### src/rtl/qos_pkg.sv
package qos_pkg;

    localparam int DATA_W       = 58;
    localparam int SHIFT_NARROW = 17;
    localparam int SHIFT_WIDE   = 23;

    typedef struct packed {
        logic [1:0] w;
        logic [2:0] z;
        logic [1:0] y;
        logic [1:0] x;
    } opsel_t;

    localparam int OPSEL_W = $bits(opsel_t);

    typedef enum logic [1:0] {
        WS_ZERO = 2'b00,
        WS_FB   = 2'b01,
        WS_RND  = 2'b10,
        WS_C    = 2'b11
    } w_src_e;

    typedef enum logic [1:0] {
        XS_ZERO = 2'b00,
        XS_MUL  = 2'b01,
        XS_FB   = 2'b10,
        XS_AB   = 2'b11
    } x_src_e;

    typedef enum logic [1:0] {
        YS_ZERO = 2'b00,
        YS_MUL  = 2'b01,
        YS_ONES = 2'b10,
        YS_C    = 2'b11
    } y_src_e;

    typedef enum logic [2:0] {
        ZS_ZERO    = 3'b000,
        ZS_CASC    = 3'b001,
        ZS_FB      = 3'b010,
        ZS_C       = 3'b011,
        ZS_FB_EXT  = 3'b100,
        ZS_CASC_SH = 3'b101,
        ZS_FB_SH   = 3'b110
    } z_src_e;

    typedef struct packed {
        w_src_e w;
        x_src_e x;
        y_src_e y;
        z_src_e z;
        logic   x_bad;
        logic   y_bad;
        logic   z_bad;
    } route_t;

    function automatic logic mul_pair_ok(opsel_t s);
        return (s.x == 2'b01) && (s.y == 2'b01);
    endfunction

    function automatic logic ext_ok(opsel_t s);
        return (s.w == 2'b00) && (s.y == 2'b10) && (s.x == 2'b00);
    endfunction

endpackage

### src/rtl/qos_opsel_stage.sv
module qos_opsel_stage
    import qos_pkg::*;
#(
    parameter bit REGISTERED = 1'b1
) (
    input  logic   clk,
    input  logic   rst,
    input  opsel_t sel_in,
    output opsel_t sel_out
);

    opsel_t sel_q;

    always_ff @(posedge clk) begin
        if (rst) sel_q <= '0;
        else     sel_q <= sel_in;
    end

    assign sel_out = REGISTERED ? sel_q : sel_in;

endmodule

### src/rtl/qos_route_decode.sv
module qos_route_decode
    import qos_pkg::*;
(
    input  opsel_t sel,
    output route_t route,
    output logic   bad
);

    always_comb begin
        route   = '0;
        route.w = w_src_e'(sel.w);

        unique case (sel.x)
            2'b00: route.x = XS_ZERO;
            2'b01: begin
                if (mul_pair_ok(sel)) route.x = XS_MUL;
                else begin
                    route.x     = XS_ZERO;
                    route.x_bad = 1'b1;
                end
            end
            2'b10: route.x = XS_FB;
            default: route.x = XS_AB;
        endcase

        unique case (sel.y)
            2'b00: route.y = YS_ZERO;
            2'b01: begin
                if (mul_pair_ok(sel)) route.y = YS_MUL;
                else begin
                    route.y     = YS_ZERO;
                    route.y_bad = 1'b1;
                end
            end
            2'b10: route.y = YS_ONES;
            default: route.y = YS_C;
        endcase

        unique case (sel.z)
            3'b000: route.z = ZS_ZERO;
            3'b001: route.z = ZS_CASC;
            3'b010: route.z = ZS_FB;
            3'b011: route.z = ZS_C;
            3'b100: begin
                if (ext_ok(sel)) route.z = ZS_FB_EXT;
                else begin
                    route.z     = ZS_ZERO;
                    route.z_bad = 1'b1;
                end
            end
            3'b101: route.z = ZS_CASC_SH;
            3'b110: route.z = ZS_FB_SH;
            default: begin
                route.z     = ZS_ZERO;
                route.z_bad = 1'b1;
            end
        endcase
    end

    assign bad = route.x_bad | route.y_bad | route.z_bad;

endmodule

### src/rtl/qos_operand_mux.sv
module qos_operand_mux
    import qos_pkg::*;
#(
    parameter int DW    = DATA_W,
    parameter int SHIFT = SHIFT_WIDE
) (
    input  route_t        route,
    input  logic [DW-1:0] c_opnd,
    input  logic [DW-1:0] ab_opnd,
    input  logic [DW-1:0] casc_in,
    input  logic [DW-1:0] round_k,
    input  logic [DW-1:0] pp_a,
    input  logic [DW-1:0] pp_b,
    input  logic          mul_neg,
    input  logic [DW-1:0] fb,
    output logic [DW-1:0] w_op,
    output logic [DW-1:0] x_op,
    output logic [DW-1:0] y_op,
    output logic [DW-1:0] z_op
);

    localparam logic [DW-1:0] ALL_ONES = '1;

    logic [DW-1:0] term_a, term_b, casc_sh, fb_sh;

    assign term_a  = mul_neg ? (DW'(0) - pp_a) : pp_a;
    assign term_b  = mul_neg ? (DW'(0) - pp_b) : pp_b;
    assign casc_sh = DW'($signed(casc_in) >>> SHIFT);
    assign fb_sh   = DW'($signed(fb) >>> SHIFT);

    always_comb begin
        unique case (route.w)
            WS_FB:   w_op = fb;
            WS_RND:  w_op = round_k;
            WS_C:    w_op = c_opnd;
            default: w_op = '0;
        endcase

        unique case (route.x)
            XS_MUL:  x_op = term_a;
            XS_FB:   x_op = fb;
            XS_AB:   x_op = ab_opnd;
            default: x_op = '0;
        endcase

        unique case (route.y)
            YS_MUL:  y_op = term_b;
            YS_ONES: y_op = ALL_ONES;
            YS_C:    y_op = c_opnd;
            default: y_op = '0;
        endcase

        case (route.z)
            ZS_CASC:    z_op = casc_in;
            ZS_FB:      z_op = fb;
            ZS_C:       z_op = c_opnd;
            ZS_FB_EXT:  z_op = fb;
            ZS_CASC_SH: z_op = casc_sh;
            ZS_FB_SH:   z_op = fb_sh;
            default:    z_op = '0;
        endcase
    end

endmodule

### src/rtl/qos_sum_reg.sv
module qos_sum_reg #(
    parameter int DW = 58
) (
    input  logic          clk,
    input  logic          rst,
    input  logic [DW-1:0] w_op,
    input  logic [DW-1:0] x_op,
    input  logic [DW-1:0] y_op,
    input  logic [DW-1:0] z_op,
    output logic [DW-1:0] sum_q
);

    logic [DW-1:0] pair_wx, pair_yz;

    assign pair_wx = w_op + x_op;
    assign pair_yz = y_op + z_op;

    always_ff @(posedge clk) begin
        if (rst) sum_q <= '0;
        else     sum_q <= pair_wx + pair_yz;
    end

endmodule

### src/rtl/quad_operand_sum.sv
module quad_operand_sum
    import qos_pkg::*;
#(
    parameter int DW           = DATA_W,
    parameter bit NARROW_SHIFT = 1'b0,
    parameter bit OPSEL_REG    = 1'b1
) (
    input  logic               clk,
    input  logic               rst,
    input  logic [OPSEL_W-1:0] opsel,
    input  logic [DW-1:0]      c_opnd,
    input  logic [DW-1:0]      ab_opnd,
    input  logic [DW-1:0]      casc_in,
    input  logic [DW-1:0]      round_k,
    input  logic [DW-1:0]      pp_a,
    input  logic [DW-1:0]      pp_b,
    input  logic               mul_neg,
    output logic [DW-1:0]      sum_q,
    output logic [DW-1:0]      w_op,
    output logic [DW-1:0]      x_op,
    output logic [DW-1:0]      y_op,
    output logic [DW-1:0]      z_op,
    output logic               bad_combo
);

    localparam int Z_SHIFT = NARROW_SHIFT ? SHIFT_NARROW : SHIFT_WIDE;

    opsel_t sel_raw, sel_eff;
    route_t route;

    assign sel_raw = opsel_t'(opsel);

    qos_opsel_stage #(.REGISTERED(OPSEL_REG)) u_stage (
        .clk    (clk),
        .rst    (rst),
        .sel_in (sel_raw),
        .sel_out(sel_eff)
    );

    qos_route_decode u_decode (
        .sel  (sel_eff),
        .route(route),
        .bad  (bad_combo)
    );

    qos_operand_mux #(.DW(DW), .SHIFT(Z_SHIFT)) u_mux (
        .route  (route),
        .c_opnd (c_opnd),
        .ab_opnd(ab_opnd),
        .casc_in(casc_in),
        .round_k(round_k),
        .pp_a   (pp_a),
        .pp_b   (pp_b),
        .mul_neg(mul_neg),
        .fb     (sum_q),
        .w_op   (w_op),
        .x_op   (x_op),
        .y_op   (y_op),
        .z_op   (z_op)
    );

    qos_sum_reg #(.DW(DW)) u_sum (
        .clk  (clk),
        .rst  (rst),
        .w_op (w_op),
        .x_op (x_op),
        .y_op (y_op),
        .z_op (z_op),
        .sum_q(sum_q)
    );

endmodule

### config.mk
export PLATFORM = sky130hd
export DESIGN_NAME = quad_operand_sum
export DESIGN_NICKNAME = d
export VERILOG_FILES = /design/src/rtl/qos_pkg.sv /design/src/rtl/qos_opsel_stage.sv /design/src/rtl/qos_route_decode.sv /design/src/rtl/qos_operand_mux.sv /design/src/rtl/qos_sum_reg.sv /design/src/rtl/quad_operand_sum.sv
export SDC_FILE = /design/constraint.sdc
export NUM_CORES = 1
export LEC_CHECK = 0
export ABC_AREA = 1
export BUFFER_PORTS_ARGS = -buffer_cell sky130_fd_sc_hd__buf_2
export CAP_MARGIN = 20
export CORE_AREA = 3 3 250 252
export DETAILED_ROUTE_END_ITERATION = 8
export DIE_AREA = 0 0 253 255
export PLACE_DENSITY_LB_ADDON = 0.3
export SLEW_MARGIN = 20
export SYNTH_ARGS = -nofsm -noshare
export SYNTH_HDL_FRONTEND = slang
export SYNTH_SLANG_ARGS = --single-unit
### constraint.sdc
create_clock -name clk -period 7.55 [get_ports clk]
set_input_delay 1.1325 -clock clk [delete_from_list [all_inputs] [get_ports clk]]
set_output_delay 1.1325 -clock clk [all_outputs]
set_load 0.01 [all_outputs]
== Word level (Yosys, flattened, before mapping) ==
Index checks and enable logic that the tools add are counted.
Widths: inputs -> output; s select.

* Equal/unequal tests: 25
* Reduce and logical (&&, ||, !) cells: 9
* Bitwise operators: 2
* Add/subtract/negate cells: 5
* Muxes and demuxes: 16

{| class="wikitable"
|+ Operator list
! kind !! number
|-
| $pmux 58 s3 || 3
|-
| $pmux 58 s5 || 1
|-
| $add 58x58->58 || 3
|-
| $mux 58 || 2
|-
| $sub 1x58->58 const A || 2
|-
| $eq 3x3->1 const B || 6
|-
| $pmux 3 s6 || 1
|-
| $eq 2x2->1 const B || 8
|-
| $eq 3x2->1 const B || 4
|-
| $pmux 2 s3 || 2
|-
| $eq 2x1->1 const B || 5
|-
| $eq 3x1->1 const B || 2
|-
| $logic_not 2->1 || 3
|-
| $reduce_or 6->1 || 1
|-
| $mux 1 || 5
|-
| $logic_and 1x1->1 || 3
|-
| $logic_not 3->1 || 1
|-
| $mux 3 || 1
|-
| $or 1x1->1 || 2
|-
| $pmux 1 s2 || 1
|-
| $reduce_or 2->1 || 1
|}

* Output and inout bits: 291
* Flip-flop bits (word level): 67
* Bits of input ports: 360

== Logic depth before layout (Yosys ltp) ==
Gate-level depths: netlist (run 1).

* Depth after elaboration: 10
* Depth in mapped cells: 32

== Hierarchy ==
A second synthesis (run 1) with hierarchy kept.

* Cell total of the unflattened synthesis: 3605
* Area, all modules: 19333.5 um^2

{| class="wikitable"
|+ Modules (own cells, without submodules)
! module !! cells each !! times used !! area each (um^2)
|-
| qos_sum_reg || 1692 || 1 || 10186.0
|-
| qos_operand_mux || 1851 || 1 || 8685.8
|-
| qos_opsel_stage || 28 || 1 || 259.0
|-
| qos_route_decode || 34 || 1 || 202.7
|}

== Worst setup path after synthesis (run 1) ==
No wires, ideal clock.

* Kind: input-to-reg
* From: input port pp_a[0]
* To: register u_sum.sum_q[50]
* Path buffers: 0
* Arrival time: 5.195 ns
* Required time: 7.437 ns
* Stages on the path: 26
* Slack: 2.242 ns
* Setup time: 0.113 ns
* Path through: inv_1 -> ha_1 -> nand3_1 -> nor2_2 -> nand2_2 -> nor2_2 -> nand2_2 -> nor2_4 -> nor3b_1 -> o311ai_0 -> fa_1 -> inv_1 -> fa_1 -> inv_1 -> ha_1 -> nand2_1 -> nor2_1 -> nor2_1 -> a21boi_0 -> o21ai_0 -> nand2_1 -> nand3_1 -> a21oi_1 -> nand2_1 -> nand2_1 -> nor2_1

* Cells in the longest elaborated chain, start to end: 5

{| class="wikitable"
|+ Ends and longest elaborated chain
! what !! line !! source
|-
| start, declared || quad_operand_sum.sv:15 || <nowiki>input logic [DW-1:0] pp_a,</nowiki>
|-
| $sub 1x58->58 || qos_operand_mux.sv:26 || <nowiki>assign term_a = mul_neg ? (DW'(0) - pp_a) : pp_a;</nowiki>
|-
| $mux 58 || qos_operand_mux.sv:26 ||
|-
| $pmux 58 s3 || qos_operand_mux.sv:39 || <nowiki>unique case (route.x)</nowiki>
|-
| net x_op[20] || quad_operand_sum.sv:20 || <nowiki>output logic [DW-1:0] x_op,</nowiki>
|-
| $add 58x58->58 || qos_sum_reg.sv:15 || <nowiki>assign pair_wx = w_op + x_op;</nowiki>
|-
| $add 58x58->58 || qos_sum_reg.sv:20 || <nowiki>else sum_q <= pair_wx + pair_yz;</nowiki>
|-
| end signal, assigned || qos_sum_reg.sv:20 ||
|-
| end, declared || qos_sum_reg.sv:10 || <nowiki>output logic [DW-1:0] sum_q</nowiki>
|}

The timed path passes the listed nets, and every way through them passes these cells.
A chain may end at the register's enable or synchronous reset.

== Final worst setup path (run 1) ==
* From: input port pp_a[1]
* To: register u_sum.sum_q[45]

* Cells in the longest elaborated chain, start to end: 5

{| class="wikitable"
|+ Ends and longest elaborated chain
! what !! line
|-
| $sub 1x58->58 || qos_operand_mux.sv:26
|-
| $mux 58 (*) || qos_operand_mux.sv:26
|-
| $pmux 58 s3 (*) || qos_operand_mux.sv:39
|-
| $add 58x58->58 (*) || qos_sum_reg.sv:15
|-
| $add 58x58->58 (*) || qos_sum_reg.sv:20
|}

Mark *: on every way between the ends. The rest lies on a longest branch, timed or not.

==> results of run 1 <==
-- power by group through the flow --
stage | Sequential [mW] | Combinational (mW) | Clock (mW)
after detailed placement | 0.715 | 3.48 | 0
after global routing | 0.721 | 3.88 | 0.520
final | 0.727 | 3.64 | 0.507
after floorplan | 0.625 | 1.88 | 0
after global placement | 0.720 | 3.50 | 0
after CTS | 0.708 | 3.51 | 0.508
-- routing by layer --
metal	wire length, µm	up-vias	share of wire (%)
li1	-	10500	-
met1	55400	11800	41
met2	56400	1690	41
met3	16700	342	12
met4	7740	12	5.7
met5	80	-	0.059
-- logic make-up after synthesis --
group                    share of synthesized area [%]
adder cells (fa/ha/maj)                           18.2
buffers and inverters                             13.7
XOR/XNOR                                          3.21
AO/OA/AOI/OAI                                     25.7
AND/OR/NAND/NOR                                   31.2
flip-flops                                        8.05
-- worst reg2reg max path, stage by stage (launching register included) --
cell      delay [ps]
dfxtp_1          380
inv_1            390
nor2_1            80
ha_1             190
inv_1            100
a21oi_2           80
inv_1            350
buf_4            380
a21oi_1           80
o21ai_0          160
o211ai_1         520
fa_1             720
inv_1             60
fa_1             400
inv_1            150
ha_1             320
nand2_1          140
nor2_1           120
inv_1             80
nor2_1           140
inv_1             80
nor3_2           370
nand4_1          380
nand3_1          270
a21o_1           150
nand2_1           50
nand2_1           60
nor2_1            40
-- area by class of cell --
cell class                      instances  area [µm²]
Antenna cell                           10        25.0
Clock buffer                           10         229
Clock inverter                          6        88.8
Fill cell                            7010       39200
Inverter                              497        1870
Multi-Input combinational cell       2137       13100
Sequential cell                        67        1350
Tap cell                              782         978
Timing Repair Buffer                  696        3610
-- sequential cells by signal (all words and copies together), names as in the netlist --
| name | flops |
|---|---|
| u_sum.sum_q | 58 |
| u_stage.sel_out | 9 |
-- placed cells by master, fill, tap and decap left out, types with 15 or more instances in the layout --
| cell | netlist | final |
|---|---|---|
| nor2_1 | 323 | 322 |
| a21o_1 | 21 | 21 |
| o21ai_0 | 202 | 202 |
| o2111ai_1 | 19 | 19 |
| nand2_2 | 16 | 16 |
| o211ai_1 | 83 | 83 |
| o221ai_1 | 51 | 50 |
| nor4_1 | 15 | 15 |
| a221oi_1 | 20 | 20 |
| a21oi_1 | 192 | 191 |
| nand2_1 | 565 | 564 |
| nand3_1 | 183 | 183 |
| dfxtp_1 | 67 | 64 |
| nand4_1 | 18 | 18 |
| nor3_1 | 34 | 34 |
| xnor2_1 | 23 | 23 |
| buf_2 | 7 | 649 |
| o21ai_1 | 31 | 31 |
| a31oi_1 | 20 | 20 |
| buf_4 | 2 | 46 |
| fa_1 | 114 | 114 |
| xor2_1 | 38 | 38 |
| inv_1 | 481 | 480 |
| ha_1 | 60 | 60 |
-- path summary, 6_finish.rpt --
check,start,endpoint,slack (ps)
max reg2reg,u_stage.sel_out[2],u_sum.sum_q[45],1200
min,opsel[7],u_stage.sel_out[7],960
min reg2reg,u_sum.sum_q[0],u_sum.sum_q[0],1180
max,pp_a[1],u_sum.sum_q[45],770
-- through the flow --
| step | cell area (µm²) | utilization, % | std cells | hold WS, ps |
|---|---|---|---|---|
| finish | 21200 | 35.1 | 4205 | 958 |
| global route | 21200 | 35.1 | 4202 | 973 |
| detailed placement | 20900 | 34.6 | 4179 | 1120 |
| floorplan | 16700 | - | 2806 | 876 |
| global placement | 20900 | 34.6 | 4179 | 1140 |
| CTS | 21200 | 35.1 | 4195 | 954 |
==> impl_metrics.py, run 1 <==
metrics = {
    "status": {
        "outcome": "completed",
    },
    "route": {
        "drtAntennaViolNets": 0,
        "vias": 24300,
        "routed_via_density": 5.79,
        "first_pass_iters": 6,
        "drt_iter0_markers": 3227,
        "route.detailed.wl_per_inst_um": 32.4,
        "drt_wl_total_um": 136000,
        "drc": 0,
    },
    "cts": {
        "cts-resized-gates": 0,
        "cts_buffer_depth": 2,
        "cts.sinks": 67,
        "htree_levels": 3,
        "cts_hold_buf": 0,
        "clkLatencyLatePin_ps": 380,
        "cts_tree": "yes",
        "cts_buffers": 9,
        "cts.clk_slew.worst_paths_ps": 70,
        "cts_setup_buffers": 0,
        "root_buffer": "clkbuf_16",
    },
    "power_and_ir_drop": {
        "power.density_mw_per_mm2": 230,
        "internal_power_mw": 1.84,
        "swShare_pct": 62.2,
        "p_seq_share_pct": 14.9,
        "vdd_drop_max_mv": 0.113,
        "p_leak_nw": 10.8,
        "pwr-share-comb_pct": 74.7,
        "clkPwrFrac_pct": 10.4,
        "switchingPower_mw": 3.03,
        "fin_total_pwr_mw": 4.87,
    },
    "floorplan": {
        "ios": 651,
        "rows": 90,
        "dieArea_mm2": 0.0645,
        "initial_utilization_pct": 27.6,
        "core_area_mm2": 0.0604,
        "die_x_um": 253,
        "die_h_um": 255,
    },
    "global_routing": {
        "grt.busiest_layer": "met2",
        "gr-usage-met1_pct": 53.9,
        "grt_use_total_pct": 40.6,
        "grt_max_degree": 60,
        "grt_use_met2_pct": 60.0,
        "grt_use_met3_pct": 12.1,
        "grt_pass1_vias": 23200,
        "antenna_found_initial": 18,
        "grt_overflow": 0,
        "grt_first_pass_wirelength_um": 182000,
    },
    "sta": {
        "tightestPinTransition_ps": 1230,
        "setup_viol_count_final": 0,
        "period_needed_ps": 6780,
        "rsz0062_at_grt": "false",
        "slew_violations": 0,
        "tns_ps": 0,
        "timing.fmax_mhz": 147,
        "finClkSkew_ps": 14.1,
        "final.period_utilization_pct": 89.8,
        "relSlewSlack_pct": 17.9,
        "finalHoldViolations": 0,
        "layout_setup_ws_ps": 770,
    },
    "critical_path": {
        "cp-start-kind": "input pin",
        "worst_path_max_delay_cell": "o221ai_1",
        "crit_buf_inv": 8,
        "worstPathMaxFanout": 5,
        "cp_num_cells": 30,
        "required_ps": 7830,
        "crit_path_frequent_cell": "inv_1",
        "rr_worst_depth": 27,
        "critical_path_class": "in -> reg",
        "worstPathArrival_ps": 7060,
        "cpPeakStageDelay_ps": 950,
        "endpoint_kind": "flop",
        "path_delay_family": "simple AND/OR/NAND/NOR gates",
    },
    "synth": {
        "synth_top_area_cell": "fa_1",
        "syn_nets": 3340,
        "synth_seq_cells": 67,
        "postSynthCellCount": 2806,
        "yosysTopAreaCellShare_pct": 13.7,
        "yosys_warnings": 0,
        "ys_async_sr_fraction_pct": 0,
        "synth_area_mm2": 0.0167,
        "yosys-top-cells-count": "565 x nand2_1, 481 x inv_1, 323 x nor2_1",
        "synth-seq-area-share_pct": 8.05,
        "ys_types": 60,
        "synth-edff-count": 0,
        "syn_avg_cell_area_um2": 5.93,
        "synth_area_leaders": "fa_1 14%, nand2_1 13%, inv_1 11%",
        "synth_most_common_cell": "nand2_1",
        "yosys_most_used_dff": "dfxtp_1",
    },
    "min_path": {
        "holdPathStages": 3,
        "min_path_type": "in -> reg",
    },
    "placement": {
        "hpwl_um": 118000,
        "port_buffers": 650,
        "post-place-ws_ps": 661,
        "gp_congestion": 1.13,
    },
    "final_layout": {
        "fin_nets": 3942,
        "drive_gt1_share_pct": 23.2,
        "syn_to_final_growth_pct": 27.3,
    },
    "run": {
        "drv_cap": 0,
    },
}
Note: power is estimated with default switching activity, not from simulation.
==> run 2: changes to the inputs <==
--- a/config.mk
+++ b/config.mk
@@ -9,9 +9,10 @@
 export BUFFER_PORTS_ARGS = -buffer_cell sky130_fd_sc_hd__buf_2
 export CAP_MARGIN = 20
 export CORE_AREA = 3 3 250 252
+export CTS_BUF_LIST = sky130_fd_sc_hd__clkbuf_16
 export DETAILED_ROUTE_END_ITERATION = 8
 export DIE_AREA = 0 0 253 255
-export PLACE_DENSITY_LB_ADDON = 0.3
+export PLACE_DENSITY = 0.6
 export SLEW_MARGIN = 20
 export SYNTH_ARGS = -nofsm -noshare
 export SYNTH_HDL_FRONTEND = slang
==> impl_metrics.py, run 2 (synthesis gave the netlist of run 1 again) <==
metrics = {
    "floorplan": {
        "initial_utilization_pct": 27.6,
        "rows": 90,
        "core_area_mm2": 0.0604,
        "die_x_um": 253,
        "die_h_um": 255,
        "dieArea_mm2": 0.0645,
        "ios": 651,
    },
    "cts": {
        "cts.clk_slew.worst_paths_ps": 70,
        "cts_buffer_depth": 2,
        "cts.sinks": 67,
        "root_buffer": "clkbuf_16",
        "cts_buffers": 9,
        "htree_levels": 3,
        "clkLatencyLatePin_ps": 380,
        "cts_hold_buf": 0,
        "cts_setup_buffers": 0,
        "cts_tree": "yes",
        "cts-resized-gates": 0,
    },
    "placement": {
        "hpwl_um": 118000,
        "post-place-ws_ps": 576,
        "port_buffers": 650,
        "gp_congestion": 1.12,
        "dp.cells": 4177,
    },
    "route": {
        "routed_via_density": 5.82,
        "dr.max_layer_used": "met5",
        "routedLengthMet1_um": 54900,
        "drtAntennaViolNets": 0,
        "first_pass_iters": 5,
        "drt_wl_total_um": 137000,
        "vias": 24400,
        "route.detailed.wl_per_inst_um": 32.5,
        "drt_iter0_markers": 3352,
        "dr_wl_met3_um": 17500,
        "wl_met2_um": 57100,
        "drc": 0,
    },
    "global_routing": {
        "grt_max_degree": 126,
        "grt_use_total_pct": 40.5,
        "grt_pass1_vias": 23100,
        "grt_first_pass_wirelength_um": 182000,
        "grt_overflow": 0,
        "antenna_found_initial": 20,
    },
    "sta": {
        "setup_viol_count_final": 0,
        "tightestPinTransition_ps": 1110,
        "period_needed_ps": 6750,
        "finalHoldViolations": 0,
        "tns_ps": 0,
        "final.period_utilization_pct": 89.4,
        "hold_ws_ps": 959,
        "slew_violations": 0,
        "layout_setup_ws_ps": 797,
        "relSlewSlack_pct": 26.2,
        "timing.fmax_mhz": 148,
        "rsz0062_at_grt": "false",
        "finClkSkew_ps": 12.8,
    },
    "final_layout": {
        "fin_cells": 4200,
        "final_common_cell": "buf_2",
        "syn_to_final_growth_pct": 27.1,
        "drive_gt1_share_pct": 23.1,
        "fin_nets": 3940,
        "top_register": "u_sum.sum_q",
        "largest_register_ff_count": 58,
        "layout_common_cells": "649 x buf_2, 564 x nand2_1, 481 x inv_1, 322 x nor2_1, 202 x o21ai_0",
        "fillCellCount": 7075,
    },
    "min_path": {
        "min_path_type": "in -> reg",
        "holdPathStages": 3,
    },
    "power_and_ir_drop": {
        "p_leak_nw": 10.8,
        "vdd_drop_max_mv": 0.124,
        "power.density_mw_per_mm2": 227,
    },
    "critical_path": {
        "worstPathArrival_ps": 7020,
        "rr_worst_depth": 24,
        "worstPathMaxFanout": 5,
        "endpoint_kind": "flop",
        "critical_path_class": "in -> reg",
        "required_ps": 7820,
        "r2r_start": "u_stage.sel_out[2]",
        "endpoint": "u_sum.sum_q[45]",
        "reg2reg_to": "u_sum.sum_q[45]",
        "startpoint": "pp_b[0]",
        "r2r_slack_ps": 1090,
        "cp-start-kind": "input pin",
    },
    "run": {
        "drv_cap": 0,
    },
    "status": {
        "outcome": "completed",
    },
}
-- run 2: power breakdown --
part | internal [mW] | switching (mW) | total, mW
clock | 0.252 | 0.206 | 0.458
sequential | 0.482 | 0.260 | 0.742
combinational | 1.07 | 2.53 | 3.60
-- run 2: per-stage QoR --
stage	total power [mW]	utilization, %	area, µm²
global placement	4.18	34.6	20900
finish	4.80	35.1	21200
floorplan	2.50	-	16700
global route	5.04	35.1	21200
detailed placement	4.16	34.6	20900
CTS	4.64	35.0	21200
-- run 2: area by class of cell --
type | count | area, µm² | share of cell area (%)
Clock inverter | 7 | 60.1 | 0.284
Timing Repair Buffer | 694 | 3620 | 17.1
Clock buffer | 9 | 225 | 1.06
Multi-Input combinational cell | 2137 | 13100 | 61.7
Antenna cell | 7 | 17.5 | 0.0827
Inverter | 497 | 1870 | 8.81
Sequential cell | 67 | 1350 | 6.35
Tap cell | 782 | 978 | 4.62
-- run 2: critical path, cell delays in order --
cell     delay (ps)
buf_2           130
inv_1            60
ha_1            170
inv_2            60
nor3_2          390
nand2_2         210
nor2_4          180
nand2_2         100
nor2_4          160
nand3_1         140
o31ai_2         230
xor2_1          600
o21ai_1         230
fa_1            550
inv_1            60
fa_1            500
inv_1            40
ha_1            320
nand2_1         140
nor2_1          180
inv_1           110
nor3_2          440
nand4_1         250
nand3_1         250
a21o_1          180
nand2_1          50
nand2_1          60
nor2_1           60
-- run 2: how the worst min path moves through the flow --
stage	startpoint	slack, ps	end
floorplan	u_stage.sel_out[2]	880	u_sum.sum_q[57]
global placement	u_sum.sum_q[57]	990	u_sum.sum_q[57]
detailed placement	u_sum.sum_q[57]	1010	u_sum.sum_q[57]
CTS	opsel[2]	950	u_stage.sel_out[2]
global route	opsel[7]	970	u_stage.sel_out[7]
finish	opsel[2]	960	u_stage.sel_out[2]
-- run 2: metal layers --
metal	up-vias	global-route usage [%]
met5	-	0
met4	14	17.7
met3	311	12.2
met2	1835	60.5
met1	11800	54.1
li1	10500	-
